<file path="src/rtl/pcio_pkg.sv">
package pcio_pkg;
  localparam int ADDR_W = 32;
  localparam int DATA_W = 32;
  localparam int BE_W   = DATA_W / 8;

  typedef enum logic [3:0] {
    CMD_MEM_RD = 4'h6,
    CMD_MEM_WR = 4'h7,
    CMD_CFG_RD = 4'hA,
    CMD_CFG_WR = 4'hB
  } pci_cmd_e;

  function automatic logic [3:0] lane_mask(input logic [1:0] lo, input logic [1:0] size);
    logic [3:0] m;
    case (size)
      2'd0:    m = 4'b0001 << lo;
      2'd1:    m = lo[1] ? 4'b1100 : 4'b0011;
      default: m = 4'b1111;
    endcase
    return m;
  endfunction
endpackage

</file>
<file path="src/rtl/pcio_regs.sv">
module pcio_regs #(
  parameter int RG_AW     = 2,
  parameter int ABORT_BIT = 26
) (
  input  logic              clk,
  input  logic              rst,
  input  logic              rg_we,
  input  logic [RG_AW-1:0]  rg_addr,
  input  logic [31:0]       rg_wdata,
  output logic [31:0]       rg_rdata,
  input  logic              abort_set,
  output logic              cfg_sel,
  output logic [1:0]        hi_bits,
  output logic [1:0]        rst_mode,
  output logic              abort_flag
);
  localparam logic [RG_AW-1:0] IDX_CTRL = RG_AW'(0);
  localparam logic [RG_AW-1:0] IDX_STAT = RG_AW'(1);

  logic [4:0] ctrl_q;
  logic       abort_q;
  logic       clr_req;

  assign clr_req = rg_we && (rg_addr == IDX_STAT) && rg_wdata[ABORT_BIT];

  always_ff @(posedge clk) begin
    if (rst) begin
      ctrl_q   <= '0;
      abort_q  <= 1'b0;
      rg_rdata <= '0;
    end else begin
      if (rg_we && rg_addr == IDX_CTRL) ctrl_q <= rg_wdata[5:1];
      if (abort_set)    abort_q <= 1'b1;
      else if (clr_req) abort_q <= 1'b0;
      case (rg_addr)
        IDX_CTRL: rg_rdata <= {26'd0, ctrl_q, 1'b0};
        IDX_STAT: rg_rdata <= 32'(abort_q) << ABORT_BIT;
        default:  rg_rdata <= '0;
      endcase
    end
  end

  assign cfg_sel    = ctrl_q[0];
  assign hi_bits    = ctrl_q[2:1];
  assign rst_mode   = ctrl_q[4:3];
  assign abort_flag = abort_q;

  p_abort_sets_r6: assert property (@(posedge clk) disable iff (rst)
    abort_set |=> abort_q);
  p_abort_sticky_r6: assert property (@(posedge clk) disable iff (rst)
    (abort_q && !clr_req) |=> abort_q);
endmodule

</file>
<file path="src/rtl/pcio_xlate.sv">
module pcio_xlate
  import pcio_pkg::*;
#(
  parameter logic [1:0] WIN_TAG       = 2'b10,
  parameter int         IDSEL_BASE    = 13,
  parameter int         DEV_MAX       = 18,
  parameter int         CFG_SPAN_LOG2 = 20
) (
  input  logic [ADDR_W-1:0] addr,
  input  logic [1:0]        size,
  input  logic              we,
  input  logic              cfg_sel,
  input  logic [1:0]        hi_bits,
  output logic [ADDR_W-1:0] pci_addr,
  output logic [3:0]        cmd,
  output logic [BE_W-1:0]   be,
  output logic              reject
);
  logic [4:0]        dev;
  logic [ADDR_W-1:0] idsel;
  logic              win_hit;
  logic              cfg_bad;

  assign dev = addr[15:11];

  for (genvar g = 0; g < ADDR_W; g++) begin : g_idsel
    if (g >= IDSEL_BASE && (g - IDSEL_BASE) < 32) begin : g_on
      assign idsel[g] = (dev == 5'(g - IDSEL_BASE));
    end else begin : g_off
      assign idsel[g] = 1'b0;
    end
  end

  assign win_hit = (addr[31:30] == WIN_TAG);
  assign cfg_bad = (|addr[29:16]) || (int'(dev) > DEV_MAX) ||
                   ((IDSEL_BASE + int'(dev)) >= CFG_SPAN_LOG2);

  always_comb begin
    if (cfg_sel) begin
      pci_addr = idsel | {21'd0, addr[10:2], 2'b00};
      cmd      = we ? CMD_CFG_WR : CMD_CFG_RD;
    end else begin
      pci_addr = {hi_bits, addr[29:0]};
      cmd      = we ? CMD_MEM_WR : CMD_MEM_RD;
    end
    be     = lane_mask(addr[1:0], size);
    reject = !win_hit || (cfg_sel && cfg_bad);
  end
endmodule

</file>
<file path="src/rtl/pcio_seq.sv">
module pcio_seq
  import pcio_pkg::*;
(
  input  logic              clk,
  input  logic              rst,
  input  logic              lb_req,
  input  logic              lb_we,
  input  logic [DATA_W-1:0] lb_wdata,
  input  logic [ADDR_W-1:0] x_addr,
  input  logic [3:0]        x_cmd,
  input  logic [BE_W-1:0]   x_be,
  input  logic              x_reject,
  output logic              lb_ready,
  output logic              lb_rsp_valid,
  output logic [DATA_W-1:0] lb_rsp_rdata,
  output logic              lb_rsp_err,
  output logic              pq_valid,
  output logic [ADDR_W-1:0] pq_addr,
  output logic [3:0]        pq_cmd,
  output logic [BE_W-1:0]   pq_be,
  output logic [DATA_W-1:0] pq_wdata,
  input  logic              pr_valid,
  input  logic [DATA_W-1:0] pr_rdata,
  input  logic              pr_abort,
  output logic              abort_set
);
  logic busy_q;
  logic we_q;

  always_ff @(posedge clk) begin
    if (rst) begin
      busy_q       <= 1'b0;
      we_q         <= 1'b0;
      pq_valid     <= 1'b0;
      pq_addr      <= '0;
      pq_cmd       <= '0;
      pq_be        <= '0;
      pq_wdata     <= '0;
      lb_rsp_valid <= 1'b0;
      lb_rsp_rdata <= '0;
      lb_rsp_err   <= 1'b0;
    end else begin
      pq_valid     <= 1'b0;
      lb_rsp_valid <= 1'b0;
      if (!busy_q) begin
        if (lb_req) begin
          if (x_reject) begin
            lb_rsp_valid <= 1'b1;
            lb_rsp_err   <= 1'b1;
            lb_rsp_rdata <= lb_we ? '0 : '1;
          end else begin
            busy_q   <= 1'b1;
            we_q     <= lb_we;
            pq_valid <= 1'b1;
            pq_addr  <= x_addr;
            pq_cmd   <= x_cmd;
            pq_be    <= x_be;
            pq_wdata <= lb_wdata;
          end
        end
      end else if (pr_valid) begin
        busy_q       <= 1'b0;
        lb_rsp_valid <= 1'b1;
        lb_rsp_err   <= pr_abort;
        lb_rsp_rdata <= we_q ? '0 : (pr_abort ? '1 : pr_rdata);
      end
    end
  end

  assign lb_ready  = !busy_q;
  assign abort_set = busy_q && pr_valid && pr_abort;

  p_single_issue_r10: assert property (@(posedge clk) disable iff (rst)
    pq_valid |=> !pq_valid);
  p_no_issue_when_busy_r10: assert property (@(posedge clk) disable iff (rst)
    busy_q |=> !pq_valid);
  p_abort_read_ones_r8: assert property (@(posedge clk) disable iff (rst)
    (busy_q && pr_valid && pr_abort && !we_q) |=> (lb_rsp_valid && lb_rsp_err && lb_rsp_rdata == '1));
  p_be_nonzero_r9: assert property (@(posedge clk) disable iff (rst)
    pq_valid |-> (pq_be != '0));
endmodule

</file>
<file path="src/rtl/pci_outbound_xlate.sv">
module pci_outbound_xlate
  import pcio_pkg::*;
#(
  parameter int RG_AW     = 2,
  parameter int ABORT_BIT = 26
) (
  input  logic              clk,
  input  logic              rst,
  input  logic              lb_req,
  input  logic              lb_we,
  input  logic [ADDR_W-1:0] lb_addr,
  input  logic [1:0]        lb_size,
  input  logic [DATA_W-1:0] lb_wdata,
  output logic              lb_ready,
  output logic              lb_rsp_valid,
  output logic [DATA_W-1:0] lb_rsp_rdata,
  output logic              lb_rsp_err,
  input  logic              rg_we,
  input  logic [RG_AW-1:0]  rg_addr,
  input  logic [31:0]       rg_wdata,
  output logic [31:0]       rg_rdata,
  output logic              pq_valid,
  output logic [ADDR_W-1:0] pq_addr,
  output logic [3:0]        pq_cmd,
  output logic [BE_W-1:0]   pq_be,
  output logic [DATA_W-1:0] pq_wdata,
  input  logic              pr_valid,
  input  logic [DATA_W-1:0] pr_rdata,
  input  logic              pr_abort,
  output logic              rst_pin_oe,
  output logic              rst_pin_out
);
  logic              cfg_sel;
  logic [1:0]        hi_bits;
  logic [1:0]        rst_mode;
  logic              abort_flag;
  logic              abort_set;
  logic [ADDR_W-1:0] x_addr;
  logic [3:0]        x_cmd;
  logic [BE_W-1:0]   x_be;
  logic              x_reject;

  pcio_regs #(.RG_AW(RG_AW), .ABORT_BIT(ABORT_BIT)) u_regs (
    .clk(clk), .rst(rst), .rg_we(rg_we), .rg_addr(rg_addr), .rg_wdata(rg_wdata),
    .rg_rdata(rg_rdata), .abort_set(abort_set), .cfg_sel(cfg_sel),
    .hi_bits(hi_bits), .rst_mode(rst_mode), .abort_flag(abort_flag)
  );

  pcio_xlate u_xlate (
    .addr(lb_addr), .size(lb_size), .we(lb_we), .cfg_sel(cfg_sel),
    .hi_bits(hi_bits), .pci_addr(x_addr), .cmd(x_cmd), .be(x_be), .reject(x_reject)
  );

  pcio_seq u_seq (
    .clk(clk), .rst(rst), .lb_req(lb_req), .lb_we(lb_we), .lb_wdata(lb_wdata),
    .x_addr(x_addr), .x_cmd(x_cmd), .x_be(x_be), .x_reject(x_reject),
    .lb_ready(lb_ready), .lb_rsp_valid(lb_rsp_valid), .lb_rsp_rdata(lb_rsp_rdata),
    .lb_rsp_err(lb_rsp_err), .pq_valid(pq_valid), .pq_addr(pq_addr), .pq_cmd(pq_cmd),
    .pq_be(pq_be), .pq_wdata(pq_wdata), .pr_valid(pr_valid), .pr_rdata(pr_rdata),
    .pr_abort(pr_abort), .abort_set(abort_set)
  );

  assign rst_pin_oe  = (rst_mode == 2'd1) || (rst_mode == 2'd2);
  assign rst_pin_out = (rst_mode == 2'd2);

  p_cfg_onehot_r4: assert property (@(posedge clk) disable iff (rst)
    (pq_valid && (pq_cmd == CMD_CFG_RD || pq_cmd == CMD_CFG_WR)) |->
      ($countones(pq_addr[31:13]) == 1 && pq_addr[31:20] == '0 && pq_addr[1:0] == 2'b00));
  p_abort_visible_r6: assert property (@(posedge clk) disable iff (rst)
    (pr_valid && pr_abort && !lb_ready) |=> abort_flag);
endmodule

</file>
<file path="config.mk">
export PLATFORM = sky130hd
export DESIGN_NAME = pci_outbound_xlate
export DESIGN_NICKNAME = d
export VERILOG_FILES = /design/src/rtl/pcio_pkg.sv /design/src/rtl/pcio_regs.sv /design/src/rtl/pcio_xlate.sv /design/src/rtl/pcio_seq.sv /design/src/rtl/pci_outbound_xlate.sv
export SDC_FILE = /design/constraint.sdc
export NUM_CORES = 1
export LEC_CHECK = 0
export CORE_MARGIN = 3
export CORE_UTILIZATION = 33
export CTS_CLUSTER_DIAMETER = 200
export DETAILED_ROUTE_END_ITERATION = 7
export PLACE_DENSITY = 0.67
export SYNTH_ARGS = -nofsm -noshare
export SYNTH_HDL_FRONTEND = slang
export SYNTH_SLANG_ARGS = --single-unit
</file>
<file path="constraint.sdc">
create_clock -name clk -period 4.2 [get_ports clk]
set_clock_uncertainty 0.15 [all_clocks]
set_input_delay 0.84 -clock clk [delete_from_list [all_inputs] [get_ports clk]]
set_output_delay 0.84 -clock clk [all_outputs]
set_load 0.01 [all_outputs]
</file>
==> results by stage, run 1 <==
Run status:
- The flow ran to the end, and the final reports show no timing, DRC or antenna violations.

Floorplanning:
- Measured along the y axis, the die boundary spans roughly 140 µm.
- The die area is 19,900 µm².
- The area of the core is 17,500 µm².
- The initial utilization of the core area, before any placement, comes to roughly 34%.
- The floorplan die width is roughly 140 µm.
- For this design the top-level I/O count stands at roughly 280.
- Row generation in the floorplan step produced 48 rows.

Routing:
- The total iterations of the first detailed-routing run is 4.
- The initial DRC count is between 150 and 200.
- Dividing the detail-routed wire length by the instance count gives about 15 µm.
- Detailed routing inserted a total of between 5,000 and 6,000 vias.
- The remaining routing DRC violations is 0.
- The detailed-route vias per instance is 4.68.
- The antenna violation net count after detailed routing is 0.
- The final layout contains routed wiring with a total length of about 16,000 µm.

Timing:
- Summed over all failing endpoints, the final setup total negative slack is 0 ns.
- The number of endpoints with negative hold slack in the final report is 0.
- The slew at the pin with the worst max-slew slack is approximately 1.0 ns.
- The highest achievable clock rate is roughly 320 MHz.
- Dividing the final minimum period by the clock period gives approximately three quarters.
- The number of pins exceeding their max-slew limit in the final report is 0.
- In this run the tightest slew margin relative to its limit is 30.1%.
- Subtracting the final worst setup slack from the clock period gives about 3.1 ns.
- Setup repair after global routing left no endpoint under its margin.
- Setup violations remaining at the end of the flow were counted as 0.

Critical path:
- The kind of cell with the highest combined delay along the critical path is buffers and inverters.
- STA puts the critical path data arrival time at about 3.2 ns.
- The slowest stage of the critical path is the sky130_fd_sc_hd__clkdlybuf4s50_1 cell.
- Along the worst path, the maximum fanout reaches 34.
- The combined buffer and inverter count along the critical path is 2.
- For the worst setup path, the data required time is ~4.3 ns.
- The delay of the slowest cell on the worst path is 0.66 ns.
- The worst setup path is captured at a register.
- The element type at the critical path start is an input pin.
- The critical path class is input pin to register.
- The critical path goes through clkdlybuf4s50_1, nor4_2, nand3_2, o21ai_4, buf_4, mux2_2.

Power and ir drop:
- Overall power consumption after layout is estimated at around 0.0031 W.
- For this design the static power due to leakage is 3.60 nW.
- The power per cell area is about 350 nW/µm².
- The largest vdd supply drop is ~250 µV.

Clock network:
- The number of buffers inserted during clock tree synthesis is 17.
- The number of buffers on the longest clock path is 2.
- The number of gates resized after CTS was 0.
- The cell at the root of the clock tree is sky130_fd_sc_hd__clkbuf_16.
- The TritonCTS clock tree is done.
- The later pin in the worst-skew pair is clocked with a latency of ~0.40 ns.
- The clock input transition at the sequential cells of the worst setup and hold paths is around 0.060 ns.
- The level count of the clock H-tree is 4.
- The clock sink count is 120.
- The post-CTS repair timing setup buffer count is 0.
- Buffers inserted to repair hold after CTS numbered 0.

Synth:
- In this run, synthesis produced a sequential element count of 120.
- The commonest cells after synthesis are sky130_fd_sc_hd__dfxtp_1 (120), sky130_fd_sc_hd__nand2b_1 (94), sky130_fd_sc_hd__mux2i_1 (50).
- After synthesis, the cell types taking the most area are sky130_fd_sc_hd__dfxtp_1 (40%), sky130_fd_sc_hd__nand2b_1 (9.8%), sky130_fd_sc_hd__mux2i_1 (8.3%), sky130_fd_sc_hd__mux2_1 (7.1%), sky130_fd_sc_hd__nor2b_1 (4.7%).
- In this run the mean area of a mapped cell was approximately 9.4 µm².
- The biggest area contributor in the post-synthesis netlist is sky130_fd_sc_hd__dfxtp_1.
- Counting flops with a built-in enable in the synthesized netlist gives 0.
- Counting flops with an async set or reset pin after synthesis yields a share of 0%.
- The area share of the largest cell type after synthesis is 40.0%.
- The cell area that synthesis handed to floorplanning was between 6000 and 7000 µm².
- Synthesis handed over a netlist of 640 instances.
- The share of the yosys chip area belonging to registers is roughly 40%.
- Synthesis instantiated 44 different standard cells from the library.
- The number of synthesis warnings is 0.
- In the synthesized netlist the dominant register cell turns out to be sky130_fd_sc_hd__dfxtp_1.
- The most repeated cell in the gate-level netlist after synthesis is sky130_fd_sc_hd__dfxtp_1.

Layout:
- Cells with a size suffix above 1 make up under 10% of the layout.
- The repair_antennas step left the layout with diodes totalling 0.
- In the final design database the tool counted between 900 and 1,000 nets.
- The layout overhead on the synthesized area is 47.3%.
- Once layout is complete, the utilization of the core stands at 50.5%.

Place:
- The global placer's final weighted congestion is 0.847.
- The HPWL reported at the end of detailed placement is roughly 11,000 µm.
- The number of I/O port buffers is around 230.

Global route:
- The number of antenna violations at the first check in global routing is 0.
- The total track usage is 16.0%.
- The first global-routing pass estimated 25,800 µm of wire.
- Entering global routing, the biggest net connects between 70 and 80 pins.
- After global routing the overflow that remains totals 0.
- The via count of the first global-routing pass is between 4,000 and 5,000.

Flow run:
- The tool flagged a number of max-cap violations equal to 0.

Min path:
- The class of the most critical hold timing path is register to register.
## cell type report
class / count / area (µm²)
multi-input cells: 452 / 3200
well taps: 225 / 282
flip-flops and latches: 120 / 2400
fillers: 1635 / 8680
clock buffers: 21 / 460
inverters: 12 / 45.0
repair buffers: 236 / 2360
clock inverters: 8 / 100
## state kept, by name, summed over array words and instances (netlist names)
| signal | flops |
|---|---|
| u_seq.lb_rsp_valid | 1 |
| u_regs.ctrl_q | 5 |
| u_seq.busy_q | 1 |
| u_seq.pq_valid | 1 |
| u_seq.pq_cmd | 4 |
| u_seq.lb_rsp_err | 1 |
| u_regs.rg_rdata | 6 |
| u_seq.pq_addr | 32 |
| u_regs.abort_flag | 1 |
| u_seq.lb_rsp_rdata | 32 |
| u_seq.pq_wdata | 32 |
| u_seq.pq_be | 4 |
## worst min-delay path: stages, from the launching register on
cell and delay [ns]:
sky130_fd_sc_hd__dfxtp_1 0.31, sky130_fd_sc_hd__nand2_1 0.05, sky130_fd_sc_hd__nor3_1 0.03
## layout by cell type, fill, tap and decap left out, types with 7 or more instances in the layout
| master | netlist | final |
|---|---|---|
| sky130_fd_sc_hd__clkdlybuf4s50_1 | 0 | 227 |
| sky130_fd_sc_hd__dfxtp_1 | 120 | 120 |
| sky130_fd_sc_hd__nand2b_1 | 94 | 94 |
| sky130_fd_sc_hd__mux2i_1 | 50 | 50 |
| sky130_fd_sc_hd__a21oi_1 | 49 | 49 |
| sky130_fd_sc_hd__nor2b_1 | 45 | 45 |
| sky130_fd_sc_hd__mux2_1 | 38 | 38 |
| sky130_fd_sc_hd__o21bai_1 | 34 | 34 |
| sky130_fd_sc_hd__conb_1 | 1 | 26 |
| sky130_fd_sc_hd__nor2_1 | 19 | 19 |
| sky130_fd_sc_hd__a211oi_1 | 18 | 18 |
| sky130_fd_sc_hd__clkbuf_16 | 0 | 17 |
| sky130_fd_sc_hd__inv_1 | 12 | 12 |
| sky130_fd_sc_hd__nand2_1 | 11 | 11 |
| sky130_fd_sc_hd__buf_4 | 31 | 7 |
## kinds of logic after synthesis
kind of cell / count (synthesis) / share of synthesized area, %
fa+ha+maj: 1 / 0.208
simple gates: 207 / 20.9
buf+inv: 93 / 8.39
compound gates: 125 / 14.1
other cells: 1 / 0.0624
mux: 93 / 16.4
flops: 120 / 39.9
## path summary, 6_finish.rpt
check | from | endpoint | slack, ns | cells past startpoint
setup reg to reg | u_regs.ctrl_q[0] | u_seq.pq_addr[20] | 1.63 | 5
setup / recovery | lb_addr[14] | u_seq.lb_rsp_rdata[13] | 1.10 | 6
hold reg to reg | u_regs.abort_flag | u_regs.rg_rdata[26] | 0.29 | 2
hold / removal | u_regs.abort_flag | u_regs.rg_rdata[26] | 0.29 | 2
## routing by layer
layer	vias to the layer above	wire, µm	global-route usage (%)
met4	0	166	5.00
met2	169	7460	25.0
met3	13	1310	6.11
li1	2534	-	-
met5	-	0	0
met1	2307	7270	20.6
## power breakdown
group | total [W] | internal, W | leakage (nW) | switching (W)
combinational | 0.000488 | 0.000283 | 2.36 | 0.000205
clock | 0.00139 | 0.000891 | 0.263 | 0.000503
sequential | 0.00122 | 0.00119 | 0.978 | 0.0000269
## metrics by stage
| stage | hold slack, ns | instance area, µm² | worst slack, ns | std cells |
|---|---|---|---|---|
| 2_1_floorplan | 0.265 | 6110 | 1.75 | 665 |
| 3_3_place_gp | 0.284 | 8290 | 0.714 | 1045 |
| 3_5_place_dp | 0.289 | 8290 | 0.695 | 1045 |
| 4_1_cts | 0.297 | 8850 | 1.14 | 1074 |
| 5_1_grt | 0.317 | 8850 | 0.983 | 1074 |
| 6_report | 0.291 | 8850 | 1.10 | 1074 |
Power figures use the tool's default switching activity.
==> inputs of run 2 (changes only) <==
- clock period: 4.2 -> 3 ns (I/O delays scaled with it)
==> results by stage, run 2 (synthesis results as in run 1) <==
Place:
- After legalization and detailed placement, the total HPWL measured 11,700 µm.
- Summing all placed instances gives a cell area of 8490 µm².
- At the placement stage, the worst setup path has a slack of 0.0265 ns.
- The number of I/O port buffers is around 230.
- The global placer's final weighted congestion is 0.838.

Layout:
- Of the cells placed in the final design, the portion with a size suffix greater than 1 is 8.50%.
- The area growth from synthesis to layout is 51.2%.
- Across the whole layout, storage elements account for around 2400 µm².
- The most common library cell in the layout ignoring fill and taps is sky130_fd_sc_hd__clkdlybuf4s50_1.
- The filler cell count is between 1,500 and 2,000.
- The antenna diode instance count is 0.
- The area used by multi-input combinational logic is around 3200 µm².
- The finished cells cover between 9000 and 10,000 µm².
- For this run, the post-layout net count is 998.
- The largest registers in the layout are u_seq.lb_rsp_rdata: 32 flops, u_seq.pq_addr: 32 flops, u_seq.pq_wdata: 32 flops.
- Leaving out fill and tap cells, the most frequent cells in the layout are sky130_fd_sc_hd__clkdlybuf4s50_1 (227), sky130_fd_sc_hd__dfxtp_1 (120), sky130_fd_sc_hd__nand2b_1 (94), sky130_fd_sc_hd__mux2i_1 (50), sky130_fd_sc_hd__a21oi_1 (49).

Global route:
- For this run, the total global-route usage over all layers was measured as between 15 and 20%.
- The total congestion overflow is 0.
- The via count of the first global-routing pass is slightly below 5,000.
- The number of antenna violations at the first check in global routing is 0.
- The first global-routing pass estimated 26,000 µm of wire.
- Entering global routing, the biggest net connects 65 pins.

Floorplanning:
- The die area is 19,900 µm².
- The floorplan die width is approximately 140 µm.
- After floorplanning, the core was sized to cover 17,500 µm².
- In this run the count of I/O pins placed on the die edge is approximately 280.
- The starting utilization of the core area is 34.3%.
- From bottom edge to top edge, the die measures 141 µm.
- In this run the core area contains 48 standard-cell rows.

Clock network:
- The number of buffers on the longest clock path is 2.
- The TritonCTS clock tree is done.
- The cell sitting at the root of the clock tree is a sky130_fd_sc_hd__clkbuf_16.
- The post-CTS repair timing setup buffer count is 0.
- The quantity of hold-fixing buffers added after cts is 0.
- The H-tree generated during clock tree synthesis spans 4 levels.
- The number of buffers inserted during clock tree synthesis is 17.
- For the worst-skew pair, the clock arrives at the later sink with an insertion delay of 0.41 ns.
- The clock net in this run drives a total of 120 sinks.
- The number of instances resized during post-cts repair is 0.
- The clock input transition at the sequential cells of the worst setup and hold paths is 0.06 ns.

Flow run:
- The max-cap violation count is 0.

Power and ir drop:
- The total power of the final layout is between 0.004 and 0.005 W.
- VDD sags by at most a little under 400 µV.
- The power per cell area is between 400 and 500 nW/µm².
- In this run the static leakage power is about 3.7 nW.

Timing:
- The number of endpoints with negative hold slack in the final report is 0.
- The final number of setup-violating endpoints is 0.
- The worst slew margin relative to its limit is between 40% and 50%.
- The highest achievable clock rate is ~400 MHz.
- Hold timing on the final database bottoms out at a slack of 0.296 ns.
- The number of pins exceeding their max-slew limit in the final report was 0.
- In the post-route analysis, the smallest setup slack over all paths is around 0.47 ns.
- Setup repair after global routing left no endpoint under its margin.
- In the final timing run, aggregate negative setup slack is 0 ns.
- The minimum clock period is approximately 2.5 ns.
- The slew at the pin with the worst max-slew slack is approximately 0.84 ns.
- Of the available clock period, the critical path in the final layout requires ~84%.

Critical path:
- Of all nets on the critical path, the largest fanout is 21.
- STA classifies the critical path endpoint as a register.
- The combined buffer and inverter count along the critical path is 2.
- The delay of the slowest cell on the worst path is around 0.69 ns.
- Traced cell by cell, the critical path runs through clkdlybuf4s50_1, and4bb_1, and3_1, a21oi_4, buf_4, mux2i_1.
- Data on the critical path arrives at its endpoint at around 2.7 ns.
- For the worst setup path, the data required time is 3.18 ns.
- The worst setup path is of the input pin to register kind.
- The kind of cell with the highest combined delay along the critical path is buffers and inverters.
- The worst setup path is launched from an input pin.
- For this design, the slowest cell found on the critical path is sky130_fd_sc_hd__a21oi_4.

Min path:
- The class of the most critical hold timing path is register to register.

Routing:
- The initial DRC count is 150.
- The total iterations of the first detailed-routing run is 4.
- The final routed wirelength across all metal layers is about 16,000 µm.
- Across all layers, the routed design uses slightly above 5,000 vias.
- For this run, design rule violations remaining after detail routing come to 0.
- The detail route stage leaves a number of antenna-violating nets equal to 0.
- The post-detailed-route wirelength per cell is ~15 µm.
- The detailed-route vias per instance is approximately 4.7.

Run status:
- The flow ran to the end, and the final reports show no timing, DRC or antenna violations.
-- run 2: cell types whose count changed in the layout (fill, tap and decap cells not counted), sizes merged --
cell | previous run | this run
bufinv | 2 | 3
clkinvlp | 4 | 1
clkinv | 2 | 7
buf | 9 | 28
-- run 2: through the flow --
step,cells,utilization (%)
floorplan,665,-
global placement,1064,48.4
detailed placement,1064,48.4
CTS,1096,51.9
global route,1096,51.9
finish,1096,51.9
-- run 2: where the power goes --
part | internal [W] | switching (W)
combinational | 0.000417 | 0.000296
sequential | 0.00167 | 0.0000361
clock | 0.00135 | 0.000736
-- run 2: per-layer routing --
metal	global-route usage [%]	up-vias	wire length, µm
met1	20.3	2351	7420
li1	-	2586	-
met2	25.4	160	7400
met4	4.69	0	221
met5	0	-	0
met3	6.45	17	1440
-- run 2: final cells by class --
class                   count  area share [%]
multi-input cells         452            35.2
well taps                 225            3.10
inverters                  12           0.495
clock buffers              21            5.06
clock inverters            11            1.62
flip-flops and latches    120            26.4
repair buffers            255            28.1
-- run 2: worst reg2reg max path: stages (launching register included) --
cell                       delay [ns]
sky130_fd_sc_hd__dfxtp_1         0.49
sky130_fd_sc_hd__and4bb_1        0.25
sky130_fd_sc_hd__and3_1          0.19
sky130_fd_sc_hd__a21oi_4         0.69
sky130_fd_sc_hd__buf_4           0.31
sky130_fd_sc_hd__mux2i_1         0.21
-- run 2: final timing paths --
path	from	end	slack, ns	cells past startpoint
min reg2reg	u_regs.abort_flag	u_regs.rg_rdata[26]	0.30	2
max reg2reg	u_seq.busy_q	u_seq.pq_wdata[9]	0.63	5
max	lb_addr[30]	u_seq.pq_wdata[9]	0.47	6
min	u_regs.abort_flag	u_regs.rg_rdata[26]	0.30	2
